<file path="config.mk">
export PLATFORM = sky130hd
export DESIGN_NAME = spx_cmd_seq
export DESIGN_NICKNAME = d
export VERILOG_FILES = /design/src/rtl/spx_seq_pkg.sv /design/src/rtl/spx_cmd_decode.sv /design/src/rtl/spx_cfg_check.sv /design/src/rtl/spx_phase_fsm.sv /design/src/rtl/spx_cmd_seq.sv
export SDC_FILE = /design/constraint.sdc
export NUM_CORES = 1
export LEC_CHECK = 0
export ABC_AREA = 1
export BUFFER_PORTS_ARGS = -buffer_cell sky130_fd_sc_hd__buf_2
export CORE_MARGIN = 1.5
export CORE_UTILIZATION = 56
export DETAILED_ROUTE_END_ITERATION = 8
export PLACE_DENSITY = 0.95
export SETUP_SLACK_MARGIN = 0.3
export SLEW_MARGIN = 20
export SYNTH_ARGS = -nofsm -noshare
export SYNTH_HDL_FRONTEND = slang
export SYNTH_SLANG_ARGS = --single-unit
</file>
<file path="constraint.sdc">
create_clock -name clk -period 3.7 [get_ports clk]
set_input_delay 0.185 -clock clk [delete_from_list [all_inputs] [get_ports clk]]
set_output_delay 0.185 -clock clk [all_outputs]
set_load 0.03 [all_outputs]
</file>
<file path="src/rtl/spx_seq_pkg.sv">
package spx_seq_pkg;

    localparam int CMD_W = 6;

    localparam logic [CMD_W-1:0] CODE_START   = 6'b011101;
    localparam logic [CMD_W-1:0] CODE_PROCESS = 6'b101110;
    localparam logic [CMD_W-1:0] CODE_RUN     = 6'b110001;
    localparam logic [CMD_W-1:0] CODE_DONE    = 6'b010110;

    localparam logic [1:0] MODE_SHA3   = 2'd0;
    localparam logic [1:0] MODE_SHAKE  = 2'd2;
    localparam logic [1:0] MODE_CSHAKE = 2'd3;

    // Phase codes form a shortened Hamming code: minimum distance 3.
    typedef enum logic [5:0] {
        ST_IDLE     = 6'b001011,
        ST_ABSORB   = 6'b010101,
        ST_PADWAIT  = 6'b100110,
        ST_SQUEEZE  = 6'b111000,
        ST_RUNWAIT  = 6'b011110,
        ST_ERROR    = 6'b110011,
        ST_FATAL    = 6'b101101
    } phase_e;

    typedef enum logic [2:0] {
        CK_NONE, CK_START, CK_PROCESS, CK_RUN, CK_DONE, CK_BAD
    } cmd_kind_e;

    typedef enum logic [2:0] {
        EC_NONE      = 3'd0,
        EC_BAD_CODE  = 3'd1,
        EC_BAD_ORDER = 3'd2,
        EC_BAD_CFG   = 3'd3
    } err_e;

    // Security strength in bits for each strength code.
    function automatic int strength_bits(input int idx);
        case (idx)
            0:       return 128;
            1:       return 224;
            2:       return 256;
            3:       return 384;
            default: return 512;
        endcase
    endfunction

    // Sponge rate: the 1600-bit state minus twice the strength.
    function automatic int rate_of(input int idx);
        return 1600 - 2 * strength_bits(idx);
    endfunction

endpackage

</file>
<file path="src/rtl/spx_cmd_decode.sv">
module spx_cmd_decode
    import spx_seq_pkg::*;
#(
    parameter int CODE_W = CMD_W
) (
    input  logic              valid,
    input  logic [CODE_W-1:0] code,
    output cmd_kind_e         kind
);

    always_comb begin
        kind = CK_NONE;
        if (valid) begin
            unique case (code)
                CODE_START:   kind = CK_START;
                CODE_PROCESS: kind = CK_PROCESS;
                CODE_RUN:     kind = CK_RUN;
                CODE_DONE:    kind = CK_DONE;
                default:      kind = CK_BAD;
            endcase
        end
    end

endmodule

</file>
<file path="src/rtl/spx_cfg_check.sv">
module spx_cfg_check
    import spx_seq_pkg::*;
#(
    parameter int MODE_W  = 2,
    parameter int STR_W   = 3,
    parameter int RATE_W  = 11,
    parameter int SUF_W   = 4,
    parameter int LEN_W   = 3,
    parameter int NUM_STR = 5
) (
    input  logic [MODE_W-1:0] mode,
    input  logic [STR_W-1:0]  strength,
    input  logic              allow_any,
    output logic              cfg_ok,
    output logic [RATE_W-1:0] rate,
    output logic [SUF_W-1:0]  suffix,
    output logic [LEN_W-1:0]  suffix_len
);

    logic [RATE_W-1:0] rate_tbl [NUM_STR];

    for (genvar gi = 0; gi < NUM_STR; gi++) begin : g_rate
        assign rate_tbl[gi] = RATE_W'(rate_of(gi));
    end

    logic in_range;
    logic xof_strength;

    assign in_range     = (strength < STR_W'(NUM_STR));
    assign xof_strength = (strength == STR_W'(0)) || (strength == STR_W'(2));

    always_comb begin
        rate = '0;
        for (int i = 0; i < NUM_STR; i++) begin
            if (strength == STR_W'(i)) rate = rate_tbl[i];
        end
    end

    always_comb begin
        cfg_ok     = 1'b0;
        suffix     = '0;
        suffix_len = '0;
        unique case (mode)
            MODE_W'(MODE_SHA3): begin
                cfg_ok     = in_range;
                suffix     = SUF_W'(2'b10);
                suffix_len = LEN_W'(2);
            end
            MODE_W'(MODE_SHAKE): begin
                cfg_ok     = in_range && (xof_strength || allow_any);
                suffix     = SUF_W'(4'b1111);
                suffix_len = LEN_W'(4);
            end
            MODE_W'(MODE_CSHAKE): begin
                cfg_ok     = in_range && (xof_strength || allow_any);
                suffix     = SUF_W'(2'b00);
                suffix_len = LEN_W'(2);
            end
            default: begin
                cfg_ok = 1'b0;
            end
        endcase
    end

endmodule

</file>
<file path="src/rtl/spx_phase_fsm.sv">
module spx_phase_fsm
    import spx_seq_pkg::*;
(
    input  logic      clk,
    input  logic      rst_n,
    input  cmd_kind_e kind,
    input  logic      cfg_ok,
    input  logic      perm_done,
    input  logic      err_ack,
    output phase_e    state,
    output logic      take_cfg,
    output logic      drop_cfg,
    output logic      start_q,
    output logic      process_q,
    output logic      run_q,
    output logic      clear_q,
    output logic      hdone_q,
    output logic      err_q,
    output err_e      ecode_q
);

    phase_e state_q, state_d;
    logic   start_d, process_d, run_d, clear_d, hdone_d, err_d;
    err_e   ecode_d;
    logic   is_cmd, known;

    assign is_cmd = (kind == CK_START) || (kind == CK_PROCESS) ||
                    (kind == CK_RUN)   || (kind == CK_DONE);
    assign known  = (state_q == ST_IDLE)    || (state_q == ST_ABSORB)  ||
                    (state_q == ST_PADWAIT) || (state_q == ST_SQUEEZE) ||
                    (state_q == ST_RUNWAIT) || (state_q == ST_ERROR)   ||
                    (state_q == ST_FATAL);

    // State register
    always_ff @(posedge clk or negedge rst_n) begin
        if (!rst_n) state_q <= ST_IDLE;
        else        state_q <= state_d;
    end

    // Next state and event decisions
    always_comb begin
        state_d   = state_q;
        start_d   = 1'b0;
        process_d = 1'b0;
        run_d     = 1'b0;
        clear_d   = 1'b0;
        hdone_d   = 1'b0;
        err_d     = 1'b0;
        ecode_d   = EC_NONE;
        unique case (state_q)
            ST_IDLE: begin
                if (kind == CK_START) begin
                    if (cfg_ok) begin
                        state_d = ST_ABSORB;
                        start_d = 1'b1;
                    end else begin
                        state_d = ST_ERROR;
                        err_d   = 1'b1;
                        ecode_d = EC_BAD_CFG;
                    end
                end else if (is_cmd) begin
                    state_d = ST_ERROR;
                    err_d   = 1'b1;
                    ecode_d = EC_BAD_ORDER;
                end
            end
            ST_ABSORB: begin
                if (kind == CK_PROCESS) begin
                    state_d   = ST_PADWAIT;
                    process_d = 1'b1;
                end else if (is_cmd) begin
                    state_d = ST_ERROR;
                    err_d   = 1'b1;
                    ecode_d = EC_BAD_ORDER;
                end
            end
            ST_PADWAIT: begin
                if (is_cmd) begin
                    state_d = ST_ERROR;
                    err_d   = 1'b1;
                    ecode_d = EC_BAD_ORDER;
                end else if (perm_done) begin
                    state_d = ST_SQUEEZE;
                    hdone_d = 1'b1;
                end
            end
            ST_SQUEEZE: begin
                if (kind == CK_RUN) begin
                    state_d = ST_RUNWAIT;
                    run_d   = 1'b1;
                end else if (kind == CK_DONE) begin
                    state_d = ST_IDLE;
                    clear_d = 1'b1;
                end else if (is_cmd) begin
                    state_d = ST_ERROR;
                    err_d   = 1'b1;
                    ecode_d = EC_BAD_ORDER;
                end
            end
            ST_RUNWAIT: begin
                if (is_cmd) begin
                    state_d = ST_ERROR;
                    err_d   = 1'b1;
                    ecode_d = EC_BAD_ORDER;
                end else if (perm_done) begin
                    state_d = ST_SQUEEZE;
                end
            end
            ST_ERROR: begin
                if (err_ack) begin
                    state_d = ST_IDLE;
                    clear_d = 1'b1;
                end
            end
            ST_FATAL: begin
                state_d = ST_FATAL;
            end
            default: begin
                state_d = ST_FATAL;
            end
        endcase
        // Unknown codeword: flag it, keep the phase.
        if (kind == CK_BAD && known && state_q != ST_ERROR && state_q != ST_FATAL) begin
            err_d   = 1'b1;
            ecode_d = EC_BAD_CODE;
        end
    end

    // Registered outputs
    always_ff @(posedge clk or negedge rst_n) begin
        if (!rst_n) begin
            start_q   <= 1'b0;
            process_q <= 1'b0;
            run_q     <= 1'b0;
            clear_q   <= 1'b0;
            hdone_q   <= 1'b0;
            err_q     <= 1'b0;
            ecode_q   <= EC_NONE;
        end else begin
            start_q   <= start_d;
            process_q <= process_d;
            run_q     <= run_d;
            clear_q   <= clear_d;
            hdone_q   <= hdone_d;
            err_q     <= err_d;
            if (err_d)
                ecode_q <= ecode_d;
            else if (err_ack && state_q != ST_FATAL)
                ecode_q <= EC_NONE;
        end
    end

    assign state    = state_q;
    assign take_cfg = start_d;
    assign drop_cfg = clear_d;

    // the engine is started only from the idle phase
    p_start_from_idle_r2: assert property (@(posedge clk) disable iff (!rst_n)
        start_q |-> ($past(state_q) == ST_IDLE && state_q == ST_ABSORB));

    // an extra squeeze only leaves the squeeze phase
    p_run_in_squeeze_r4: assert property (@(posedge clk) disable iff (!rst_n)
        run_q |-> ($past(state_q) == ST_SQUEEZE && state_q == ST_RUNWAIT));

    // a refused configuration never starts the engine
    p_bad_cfg_blocks_r6: assert property (@(posedge clk) disable iff (!rst_n)
        (state_q == ST_IDLE && kind == CK_START && !cfg_ok) |=> (!start_q && state_q == ST_ERROR));

    // the error phase is held until acknowledged
    p_error_holds_r11: assert property (@(posedge clk) disable iff (!rst_n)
        (state_q == ST_ERROR && !err_ack) |=> state_q == ST_ERROR);

    // an unknown codeword keeps the phase
    p_bad_code_keeps_phase_r12: assert property (@(posedge clk) disable iff (!rst_n)
        (kind == CK_BAD && known && !perm_done && !err_ack) |=> $stable(state_q));

    // the fatal phase is terminal
    p_fatal_sticky_r13: assert property (@(posedge clk) disable iff (!rst_n)
        state_q == ST_FATAL |=> state_q == ST_FATAL);

endmodule

</file>
<file path="src/rtl/spx_cmd_seq.sv">
module spx_cmd_seq
    import spx_seq_pkg::*;
#(
    parameter int MODE_W = 2,
    parameter int STR_W  = 3,
    parameter int RATE_W = 11,
    parameter int SUF_W  = 4,
    parameter int LEN_W  = 3
) (
    input  logic              clk,
    input  logic              rst_n,
    input  logic              cmd_valid,
    input  logic [5:0]        cmd_code,
    input  logic [MODE_W-1:0] cfg_mode,
    input  logic [STR_W-1:0]  cfg_strength,
    input  logic              cfg_allow_any,
    input  logic              err_ack,
    input  logic              perm_done,
    output logic              eng_start,
    output logic              eng_process,
    output logic              eng_run,
    output logic              eng_clear,
    output logic              hash_done,
    output logic              err_pulse,
    output logic [2:0]        err_code,
    output logic              st_idle,
    output logic              st_absorb,
    output logic              st_squeeze,
    output logic              cfg_wen,
    output logic              fatal,
    output logic [RATE_W-1:0] rate_bits,
    output logic [SUF_W-1:0]  pad_suffix,
    output logic [LEN_W-1:0]  pad_len
);

    cmd_kind_e         kind;
    logic              cfg_ok;
    logic [RATE_W-1:0] rate_w;
    logic [SUF_W-1:0]  suf_w;
    logic [LEN_W-1:0]  len_w;
    phase_e            phase;
    logic              take_cfg, drop_cfg;
    err_e              ecode;

    spx_cmd_decode #(.CODE_W(CMD_W)) u_dec (
        .valid (cmd_valid),
        .code  (cmd_code),
        .kind  (kind)
    );

    spx_cfg_check #(
        .MODE_W (MODE_W),
        .STR_W  (STR_W),
        .RATE_W (RATE_W),
        .SUF_W  (SUF_W),
        .LEN_W  (LEN_W)
    ) u_cfg (
        .mode       (cfg_mode),
        .strength   (cfg_strength),
        .allow_any  (cfg_allow_any),
        .cfg_ok     (cfg_ok),
        .rate       (rate_w),
        .suffix     (suf_w),
        .suffix_len (len_w)
    );

    spx_phase_fsm u_fsm (
        .clk       (clk),
        .rst_n     (rst_n),
        .kind      (kind),
        .cfg_ok    (cfg_ok),
        .perm_done (perm_done),
        .err_ack   (err_ack),
        .state     (phase),
        .take_cfg  (take_cfg),
        .drop_cfg  (drop_cfg),
        .start_q   (eng_start),
        .process_q (eng_process),
        .run_q     (eng_run),
        .clear_q   (eng_clear),
        .hdone_q   (hash_done),
        .err_q     (err_pulse),
        .ecode_q   (ecode)
    );

    // Captured operation parameters
    always_ff @(posedge clk or negedge rst_n) begin
        if (!rst_n) begin
            rate_bits  <= '0;
            pad_suffix <= '0;
            pad_len    <= '0;
        end else if (take_cfg) begin
            rate_bits  <= rate_w;
            pad_suffix <= suf_w;
            pad_len    <= len_w;
        end else if (drop_cfg) begin
            rate_bits  <= '0;
            pad_suffix <= '0;
            pad_len    <= '0;
        end
    end

    assign err_code   = ecode;
    assign st_idle    = (phase == ST_IDLE);
    assign st_absorb  = (phase == ST_ABSORB) || (phase == ST_PADWAIT);
    assign st_squeeze = (phase == ST_SQUEEZE) || (phase == ST_RUNWAIT);
    assign cfg_wen    = (phase == ST_IDLE);
    assign fatal      = (phase == ST_FATAL);

    // captured values are frozen while configuration is locked
    p_cfg_frozen_r9: assert property (@(posedge clk) disable iff (!rst_n)
        ($past(!cfg_wen) && !cfg_wen) |-> ($stable(rate_bits) && $stable(pad_suffix) && $stable(pad_len)));

    // at most one phase status bit is raised
    p_status_onehot_r10: assert property (@(posedge clk) disable iff (!rst_n)
        $onehot0({st_idle, st_absorb, st_squeeze}));

endmodule

</file>
# Word-level counts from Yosys, hierarchy flattened
# Cells that the tools add are included.
# classes
n_addsub,0
mul,0
n_div,0
order_cmp,1
n_eq_ne,26
n_shift,0
muxes,58
bitwise_logic,0
n_reduce_logical,26
# ops
op,count
$mux W11,7
$mux W6,9
$eq A6 B6 Y1 const B,6
$pmux W6 S5,1
$eq A6 B5 Y1 const B,4
$mux W3,8
$pmux W3 S4,2
$mux W1,20
$logic_or A1 B1 Y1,13
$eq A3 B2 Y1 const B,4
$ne A6 B6 Y1 const B,2
$eq A3 B3 Y1 const B,3
$mux W2,4
$mux W4,2
$pmux W4 S2,1
$eq A3 B1 Y1 const B,2
$eq A6 B4 Y1 const B,1
$pmux W3 S2,1
$reduce_or A2 Y1,3
$logic_and A1 B1 Y1,5
$eq A2 B2 Y1 const B,2
$pmux W1 S2,2
$pmux W1 S4,1
$reduce_bool A2 Y1,2
other kinds (6),6
# totals
regBits,33
latchBits,0
mem_bits_rw,0
romBits,0
inputBits,17
output_inout_bits,32
elab_cells,122
n_memories,0

# Depth between registers and ports, before layout
# Gate-level depths: netlist of the first run.
# depth
ltp_word,13
mapped_depth,13
ltp_nobuf,13

# Modules after synthesis
# From an unflattened synthesis of the first run, not the netlist that was laid out.
# unflattened
hier_cells,314
hier_area_um2,2269.7
# modules_own_cells
module,instances,cells_per_inst,area_per_inst_um2,seq_area_each_um2
spx_phase_fsm,1,140,968.4,354.1
spx_cmd_seq,1,107,938.4,450.4
spx_cfg_check,1,42,247.7,0.0
spx_cmd_decode,1,25,115.1,0.0

# Worst setup path before layout of the first run
# No wires, ideal clock.
# synth_path
path_type,register to register
startpoint,"register u_fsm.state_q[3], in the netlist u_fsm.state[3]"
endpoint,register rate_bits[8]
arrival_ns,1.817
slack_ns,1.759
stages_incl_launch_ff,9
n_path_buf,1
synth_period_minus_slack_ns,1.941
cell_sequence,dfstp_2 inv_2 nor2_2 inv_2 nor4_4 nand2_1 buf_6 nand3_1 nand2_1
# synth_between
elab_chain_cells,3
elab_cells_between_ends,7
# synth_rtl
item,line_no,source
start: declaration,spx_phase_fsm.sv:22,"phase_e state_q, state_d;"
start signal: assignment,spx_phase_fsm.sv:37,else state_q <= state_d;
$eq A6 B4 Y1 (*),-,
via cfg_wen,spx_cmd_seq.sv:29,"output logic cfg_wen,"
$mux W1 (*),spx_phase_fsm.sv:50,unique case (state_q)
$mux W11 or $reduce_bool A2 Y1 (tied branches),-,
end signal: assignment,spx_cmd_seq.sv:93,rate_bits <= rate_w;
end: declaration,spx_cmd_seq.sv:31,"output logic [RATE_W-1:0] rate_bits,"
# The timed path passes the listed nets; every way through them passes the cells marked *.
# A chain may end at the register's enable or synchronous reset.

# Final worst setup path of the first run
# layout_path
startpoint,"register u_fsm.state_q[3], in the netlist u_fsm.state[3]"
endpoint,"register u_fsm.state_q[2], in the netlist u_fsm.state[2]"
# layout_between
elab_chain_cells,4
elab_cells_between_ends,11
# layout_rtl
item,line_no
$eq A6 B6 Y1 or $eq A6 B5 Y1 (tied branches),spx_phase_fsm.sv:50
$reduce_or A2 Y1 (no source line),-
$ne A3 B1 Y1 (no source line),-
$reduce_and A2 Y1 (no source line),-
# Parallel ways exist; a longest one is shown, timed or not.

==> out/results.ini, run 1 <==
[critical_path]
path_cells=inv_2 -> nor2_2 -> inv_2 -> nor4_4 -> nand2_1 -> inv_2 -> nor2_1 -> a21oi_1
r2r_start=u_fsm.state[3]
critPathKind=register to register
crit_buf_inv=3
cp_max_fo=13
crit_slowest_cell=dfstp_2
startpoint=u_fsm.state[3]
crit_required_ns=3.94
slowest_delay_ns=0.58
worstSetupStartpointType=register
crit_family=simple AND/OR/NAND/NOR gates
crit_path_end_kind=register
worst-endpoint-arrival_ns=2.35
timing.critical_path.mode_cell=inv_2

[pwr]
powerDensity_nw_per_um2=254.6
vdd_drop_max_mv=0.2748
p_leak_nw=1.165

[global_route]
track_usage_pct=24.92
grt_pass1_vias=1434
grt_overflow=0
grt_first_pass_wirelength_um=6403
antenna_found_initial=0
grt_max_degree=23

[timing]
finClkSkew_ns=0.01234
fin_crit_ns=2.105
setup_violations=0
rsz0062_at_grt=no
drv_slew=0
hold_viol_final=0
max_freq_ghz=0.4751
worst_pin_slew_ns=0.5405
layout_setup_ws_ns=1.595
post-route-period-util_pct=56.89
max_slew_margin_pct=63.88
finalSetupTns_ns=0

[finish]
syn2layout_area_growth_pct=13.16
num_antenna_cells=0
nets=295
final_cell_mix=49 x nand2_1, 40 x buf_2, 33 x inv_1, 33 x nor2_1, 25 x nand3_1
drive_gt1_share_pct=29.41
final_common_cell=nand2_1

[clocking]
clock_latency_ns=0.32
htree_levels=1
cts_setup_buffers=0
cts_buffers=3
cts_resized=0
cts_tree=built
clkSinkCount=22
cts_root_buf=clkbuf_4
path_clk_slew_ns=0.12
cts-root-to-sink-buffers=2

[place]
portBuffers=40
dp_slack_ns=1.622
hpwl_um=3102
globalplace.congestion=0.9462

[drt]
ant_nets=0
drt_iter0_drc=125
wl_per_cell_um=12.59
drc_errors=2
drt_first_pass_iters=7
drt-total-wl_um=3814
via_count=1617
vias_per_cell=5.337

[die]
num_rows=19
die_w_um=57.82
die_height_um=57.82
dieArea_um2=3343
io_pins=49
start_util_pct=59.99
fp.coreArea_um2=2805

[yosys]
ys_ff_latch=22
avgSynthCellArea_um2=7.192
synth.top_cells.by_area=dfrtp_1 28%, nand2_1 11%, nand3_1 7.4%
synth_top_area_cell=dfrtp_1
ys_seq_area_share_pct=32.94
synth.top_cell.area_share_pct=28.25
synthDistinctLibCells=31
syn_area_um2=1683
ys_warn_count=0
syn_inst=234

[status]
violations=design-rule violations
outcome=finished with violations

[min_path]
hold_path.class=primary input to register
hold_path_startpoint=perm_done

[job]
maxCapViolations=0

metrics by stage:
step                      cells  utilization (%)  hold WS (ns)  area, um2  power, mW
after floorplan             241                -       -0.1106       1709     0.2867
after global placement      298            65.66        0.1741       1842     0.2998
after detailed placement    298            65.66        0.1856       1842     0.3013
after CTS                   303            67.89        0.1043       1904     0.4870
after global routing        303            67.89        0.1218       1904     0.5056
final                       303            67.89        0.1146       1904     0.4848
worst reg2reg max path, cell delays in order (launching register included):
cell and delay (ns):
dfstp_2 0.58, inv_2 0.06, nor2_2 0.14, inv_2 0.06, nor4_4 0.33, nand2_1 0.44, inv_2 0.24, nor2_1 0.07
a21oi_1 0.12
what timing repair did:
item                                    CTS  global route
endpoints found under the setup margin    0             0
hold buffers                              1             0
endpoints found under the hold margin    19             0
power breakdown:
group / switching, mW / internal [mW] / total [mW] / leakage (nW)
clock network: 0.0776 / 0.110 / 0.187 / 0.0279
registers: 0.000128 / 0.241 / 0.241 / 0.286
logic: 0.0409 / 0.0157 / 0.0566 / 0.851
flip-flops by register name, summed over array words and instances, names as in the netlist:
name	count
u_fsm.hdone_q	1
pad_suffix	2
u_fsm.state	6
u_fsm.run_q	1
u_fsm.start_q	1
u_fsm.clear_q	1
u_fsm.ecode_q	2
u_fsm.err_q	1
pad_len	1
u_fsm.process_q	1
rate_bits	5
layout make-up:
type / instances / area [um2]
Inverter: 40 / 150.1
Clock buffer: 3 / 22.52
Multi-Input combinational cell: 165 / 898.4
Fill cell: 243 / 900.9
Timing Repair Buffer: 41 / 210.2
Clock inverter: 1 / 30.03
Tap cell: 31 / 38.79
Sequential cell: 22 / 554.3
metal layers:
metal  GRT usage, %  wire (um)  share of wire, %  vias up
met1          33.33       1580                41      738
li1               -          -                 -      793
met3          5.134        292               7.7       10
met5              0          0                 0        -
met2          39.61       1849                48       76
met4          9.967         91               2.4        0
cell usage after synthesis:
library cell  count
nor3_1            2
dfstp_2           3
inv_1            33
a21oi_1           2
buf_6             1
nor4_1            1
nand3_2           4
nand4_1           4
ha_1              5
nor2_4            2
nand3_4           1
inv_2             7
nand3_1          25
o21ai_1           1
o21ai_0           5
nor2_1           33
conb_1            1
buf_2             1
dfrtp_1          19
nor4_4            1
nand4_4           1
o211ai_1          1
nand2_2           4
nand2_4           1
nand2_1          49
nor2_2            5
nand4_2           3
buf_4            12
o21ai_2           4
o22ai_1           1
a21boi_0          2
logic make-up (layout without fill, tap and decap cells):
kind of cell	Yosys count	count (layout)	share of synthesized area, %
buf+inv	54	85	15.24
other cells	1	8	0.2228
simple gates	136	136	41.71
flops	22	22	32.94
fa+ha+maj	5	5	3.717
compound gates	16	16	6.170
worst paths after layout:
check / slack, ns / to / cells after the start
min: 0.11 / u_fsm.hdone_q / 3
min reg2reg: 0.52 / u_fsm.state[3] / 2
max in group asynchronous: 2.99 / u_fsm.state[3] / 2
max reg2reg: 1.59 / u_fsm.state[2] / 8
min in group asynchronous: 0.34 / rate_bits[7] / 2
max: 1.59 / u_fsm.state[2] / 8
Note: power is estimated with default switching activity, not from simulation.
==> run 2: changes to the inputs <==
- ABC_AREA: 1 -> 0
- CORE_UTILIZATION: 56 -> 52
- PLACE_DENSITY: 0.95 -> 0.91
- clock period: 3.7 -> 2.1 ns (I/O delays scaled with it)
==> run 2 against run 1 <==
The flow now finishes without violations. Sequential power is 76% higher. Fmax up 5.4%. Wire length up 40%. Final area grew 21%. Critical endpoint unchanged. Sequential share of layout area fell by 5.0 points.
==> out/results.ini, run 2 <==
[drt]
ant_nets=0  ; unchanged
drt-total-wl_um=5322  ; +40%
vias_per_cell=6.089  ; +14%
drt_iter0_drc=125  ; unchanged
wl_per_cell_um=17.56  ; +40%
drc_errors=0  ; -2
drt_first_pass_iters=6  ; -1
via_count=1845  ; +14%

[clocking]
cts-root-to-sink-buffers=2  ; unchanged
path_clk_slew_ns=0.13  ; about the same
cts_tree=built
cts_root_buf=clkbuf_4
clkSinkCount=22  ; unchanged
clock_latency_ns=0.32  ; about the same
cts_buffers=3  ; unchanged
htree_levels=1  ; unchanged

[timing]
finClkSkew_ns=0.004789  ; -0.007553 ns
worst_pin_slew_ns=0.6309  ; +0.09043 ns
drv_slew=0  ; unchanged
rsz0062_at_grt=yes
setup_violations=0  ; unchanged
fin_crit_ns=1.997  ; -0.1081 ns
finalSetupTns_ns=0  ; unchanged
whs_ns=0.01133  ; -0.1033 ns
hold_viol_final=0  ; unchanged
max_slew_margin_pct=57.65  ; -6.2 points
max_freq_ghz=0.5008  ; +5.4%
post-route-period-util_pct=95.09  ; +38 points

[yosys]
syn_area_um2=1705  ; +1.3%
synth.top_cell.area_share_pct=27.88  ; -0.37 points
ys_warn_count=0  ; unchanged
synth_top_area_cell=dfrtp_1
synth_flop_cell=dfrtp_1
ys_seq_area_share_pct=32.50  ; -0.43 points
syn_inst=195  ; -17%
ys_ff_latch=22  ; unchanged
synthDistinctLibCells=60  ; +94%
synth.top_cells.by_area=dfrtp_1 28%, buf_4 5.7%, dfstp_2 4.6%
synth_enable_flop_cells=0  ; unchanged
yosysMostFrequentCell=dfrtp_1
synth_commonest_cells=19 x dfrtp_1, 16 x nand2_1, 14 x nor2_1
synthArstFlopShare_pct=100.0  ; unchanged
avgSynthCellArea_um2=8.746  ; +22%

[die]
io_pins=49  ; unchanged
die_height_um=60.27  ; +4.2%
start_util_pct=55.41  ; -4.6 points
num_rows=20  ; +1
die_w_um=60.27  ; +4.2%
dieArea_um2=3632  ; +8.6%
fp.coreArea_um2=3078  ; +9.7%

[pwr]
p_leak_nw=1.191  ; +2.2%
power.share.switching_pct=27.35  ; +2.9 points
p_int_mw=0.5640  ; +54%
powerDensity_nw_per_um2=336.6  ; +32%
comb_power_share_pct=13.9  ; +2.2 points
vdd_drop_max_mv=0.2210  ; -20%
p_clk_share_pct=31.4  ; -7.2 points
seq_power_share_pct=54.6  ; +4.9 points
total_power_mw=0.7763  ; +60%
switching_power_mw=0.2123  ; +79%

[status]
outcome=complete, no violations

[critical_path]
cp_max_fo=7  ; -6
critPathKind=register to register
crit_path_end_kind=register
worst-endpoint-arrival_ns=2.19  ; -0.16 ns
crit_required_ns=2.29  ; -1.65 ns
worstSetupStartpointType=register

[global_route]
grt_pass1_vias=1519  ; +5.9%
grt_first_pass_wirelength_um=7086  ; +11%
track_usage_pct=26.50  ; +1.6 points
grt_overflow=0  ; unchanged
grt_max_degree=23  ; unchanged
antenna_found_initial=0  ; unchanged

[finish]
final_cell_mix=36 x buf_2, 27 x buf_4, 17 x dfrtp_1, 15 x nand2_1, 13 x nor2_1
num_antenna_cells=0  ; unchanged
syn2layout_area_growth_pct=35.22
utilization_pct=74.92  ; +7.0 points
nets=282  ; -4.4%
final_common_cell=buf_2
drive_gt1_share_pct=43.63  ; +14 points
largest_register_ffs=6  ; unchanged

[place]
portBuffers=40  ; unchanged
globalplace.congestion=0.9852  ; +4.1%
hpwl_um=3114  ; +0.39%

[min_path]
hold_path.class=primary input to register

[job]
maxCapViolations=0  ; unchanged

[run 2: changes by cell type after synthesis, sizes merged, moves of 5 or more]
cell,previous run,this run
nand2,54,16
nor2b,0,8
nor3b,0,6
nand4,8,3
nor2,40,14
inv,40,10
nand3,30,9
and3b,0,5
[run 2: worst paths after layout]
path,from,end,slack (ns),cells past startpoint
hold / removal,cfg_strength[2],rate_bits[7],0.01,2
min in group asynchronous,rst_n,u_fsm.err_q,0.28,2
hold reg to reg,pad_suffix[1],pad_suffix[1],0.52,2
setup / recovery,u_fsm.state[0],u_fsm.state[2],0.10,6
max in group asynchronous,rst_n,u_fsm.state[3],1.46,2
setup reg to reg,u_fsm.state[0],u_fsm.state[2],0.10,6
[run 2: kinds of logic (layout without fill, tap and decap cells)]
kind of cell    count (synthesis)  in the layout  share of synthesized area [%]
simple gates                   91             92                          32.06
other cells                     1              8                         0.2199
compound gates                 46             47                          21.72
fa+ha+maj                       5              5                          3.668
flops                          22             22                          32.50
buf+inv                        30             85                          9.831
[run 2: timing repair]
item	in CTS	in global routing
gates resized for setup	14	23
endpoints found under the hold margin	19	1
buffers inserted	12	11
cloned	0	2
pin swaps	7	6
endpoints found under the setup margin	20	17
hold buffers	1	1
[run 2: area by class of cell]
cell class,instances,area [um2]
Multi-Input combinational cell,152,1142
Fill cell,205,772.0
Sequential cell,22,556.8
Timing Repair Buffer,71,470.5
Tap cell,44,55.05
Inverter,10,45.04
Clock buffer,4,36.28
[run 2: metal layers]
metal  share of wire, %  vias to the layer above  global-route usage, %
met2                 49                      125                  43.01
met5                  0                        -                      0
met3                8.1                       34                  4.113
li1                   -                      822                      -
met4                5.1                        0                  13.97
met1                 38                      864                  33.65
[run 2: power groups by stage]
stage          combinational (mW)  sequential [mW]  clock, mW
6_report                    0.108            0.424      0.244
4_1_cts                     0.101            0.424      0.237
5_1_grt                     0.118            0.424      0.262
3_5_place_dp               0.0972            0.432          0
3_3_place_gp               0.0940            0.432          0
2_1_floorplan              0.0670            0.433          0
[run 2: worst max-delay path, stage by stage (launching register included)]
cell     delay, ns
dfstp_2       0.64
buf_4         0.14
nor3b_2       0.17
a21o_1        0.15
a31oi_4       0.15
a32oi_2       0.42
a41oi_2       0.19
[run 2: metrics by stage]
step           cell area [um2]  std cells  setup WS, ns
6_report                  2306        303        0.1031
5_1_grt                   2306        303       0.02867
4_1_cts                   2108        289        0.2488
3_5_place_dp              1926        272        0.1241
3_3_place_gp              1926        272        0.1018
2_1_floorplan             1762        202        0.3009
==> run 3: changes to the inputs <==
- REMOVE_ABC_BUFFERS: unset -> 1
==> run 3 against run 2 <==
Total power shrank 1.1%. First-iteration DRC count shrank 2.4%. Combinational power is essentially flat. Largest power group unchanged. Critical path depth is the same. Clock skew grew 0.0027 ns. Clock power shrank 3%. Sequential cell count is the same. Final cell count shrank 1.3%. Global-route usage shrank 0.85 points. Utilization grew 0.93 points. Worst hold slack gained 0.038 ns.
==> out/results.ini, run 3 (synthesis gave the netlist of run 2 again) <==
[die]
io_pins=49  ; unchanged
die_w_um=60.27  ; unchanged
start_util_pct=55.41  ; unchanged
die_height_um=60.27  ; unchanged
fp.coreArea_um2=3078  ; unchanged
dieArea_um2=3632  ; unchanged
num_rows=20  ; unchanged

[clocking]
clkSinkCount=22  ; unchanged
cts_buffers=3  ; unchanged
htree_levels=1  ; unchanged
path_clk_slew_ns=0.12  ; about the same
cts-root-to-sink-buffers=2  ; unchanged
cts_tree=built
cts_root_buf=clkbuf_4
clock_latency_ns=0.31  ; about the same

[critical_path]
reg2reg_depth=6  ; unchanged
crit_required_ns=2.32  ; +0.03 ns
worstSetupStartpointType=register
r2r_slack_ns=0.15  ; +0.04 ns
crit_path_end_kind=register
worst-endpoint-arrival_ns=2.17  ; -0.02 ns
cp_max_fo=6  ; -1
critPathKind=register to register

[min_path]
worstHoldPathCells=2  ; unchanged
hold_path.class=primary input to register

[drt]
drt_iter0_drc=122  ; -2.4%
drt_first_pass_iters=5  ; -1
via_count=1831  ; -0.76%
drt-total-wl_um=5380  ; +1.1%
vias_per_cell=6.124  ; +0.57%
wl_per_cell_um=17.99  ; +2.4%
drc_errors=0  ; unchanged
ant_nets=0  ; unchanged

[finish]
nets=278  ; -1.4%
fillerInstances=217  ; +5.9%
postLayoutCellArea_um2=2335  ; +1.2%
instances_no_fill=299  ; -1.3%
final_cell_mix=37 x buf_2, 21 x buf_4, 16 x dfrtp_1, 14 x nand2_1, 12 x nor2_1
num_antenna_cells=0  ; unchanged
syn2layout_area_growth_pct=36.90
final_common_cell=buf_2
largest_register_ffs=6  ; unchanged
drive_gt1_share_pct=47.45  ; +3.8 points

[pwr]
powerDensity_nw_per_um2=328.8  ; -2.3%
total_power_mw=0.7677  ; -1.1%
p_leak_nw=1.197  ; +0.46%
vdd_drop_max_mv=0.3148  ; +42%

[timing]
finClkSkew_ns=0.007536  ; +0.002747 ns
finalSetupTns_ns=0  ; unchanged
fin_crit_ns=1.952  ; -0.04462 ns
hold_viol_final=0  ; unchanged
setup_violations=0  ; unchanged
rsz0062_at_grt=yes
post-route-period-util_pct=92.97  ; -2.1 points
drv_slew=0  ; unchanged
max_freq_ghz=0.5122  ; +2.3%

[global_route]
track_usage_pct=25.65  ; -0.85 points
grt_pass1_vias=1493  ; -1.7%
grt_max_degree=23  ; unchanged
antenna_found_initial=0  ; unchanged
grt_overflow=0  ; unchanged
grt_first_pass_wirelength_um=6955  ; -1.8%

[place]
place_area_um2=1894  ; -1.6%
hpwl_um=3065  ; -1.6%
globalplace.congestion=1.020  ; +3.5%
dp_cells=271  ; -0.37%
portBuffers=40  ; unchanged

[status]
outcome=complete, no violations

[job]
maxCapViolations=0  ; unchanged

-- run 3: path summary, 6_finish.rpt --
path,end,from
max in group asynchronous,u_fsm.state[3],rst_n
setup reg to reg,u_fsm.ecode_q[0],u_fsm.state[3]
setup / recovery,u_fsm.ecode_q[0],u_fsm.state[3]
hold reg to reg,rate_bits[8],rate_bits[8]
hold / removal,rate_bits[8],cfg_strength[2]
min in group asynchronous,rate_bits[7],rst_n
-- run 3: per-stage QoR --
stage | utilization (%) | worst slack, ns | hold WS [ns]
4_1_cts | 67.56 | 0.1963 | 0.01175
6_report | 75.85 | 0.1477 | 0.04887
3_5_place_dp | 61.54 | 0.07538 | 0.08731
5_1_grt | 75.85 | 0.08830 | 0.03182
3_3_place_gp | 61.54 | 0.1292 | 0.08005
2_1_floorplan | - | -0.02345 | -0.1906
-- run 3: what timing repair did --
item	CTS	global route
endpoints found under the hold margin	19	0
hold buffers	1	0
endpoints found under the setup margin	19	21
buffers inserted	10	13
pin swaps	7	13
resized for setup	18	44
-- run 3: where the power goes --
group | internal [mW] | switching [mW] | total (mW) | leakage (nW)
sequential | 0.424 | 0.000142 | 0.424 | 0.284
clock | 0.106 | 0.130 | 0.236 | 0.0210
combinational | 0.0324 | 0.0751 | 0.108 | 0.892
-- run 3: area by class of cell --
class	instances	area (um2)	share of cell area, %
clock buffer	4	36.28	1.554
inverter	10	37.54	1.608
multi-input combinational	150	1172	50.21
sequential	22	558.0	23.90
tap	44	55.05	2.358
timing repair buffer	69	475.5	20.36
-- run 3: critical path: stages (launching register included) --
cell and delay (ns):
dfstp_2 0.63, nand2b_4 0.15, and4bb_2 0.27, a31oi_4 0.27
a211oi_2 0.14, or2_1 0.23, a31o_1 0.18
-- run 3: metal layers --
layer / track usage [%] / share of wire [%] / vias up / wire length [um]
met5: 0 / 0 / - / 0
met3: 5.628 / 8.0 / 28 / 431
met1: 32.98 / 37 / 886 / 2009
li1: - / - / 806 / -
met2: 41.77 / 50 / 111 / 2696
met4: 9.841 / 4.5 / 0 / 243
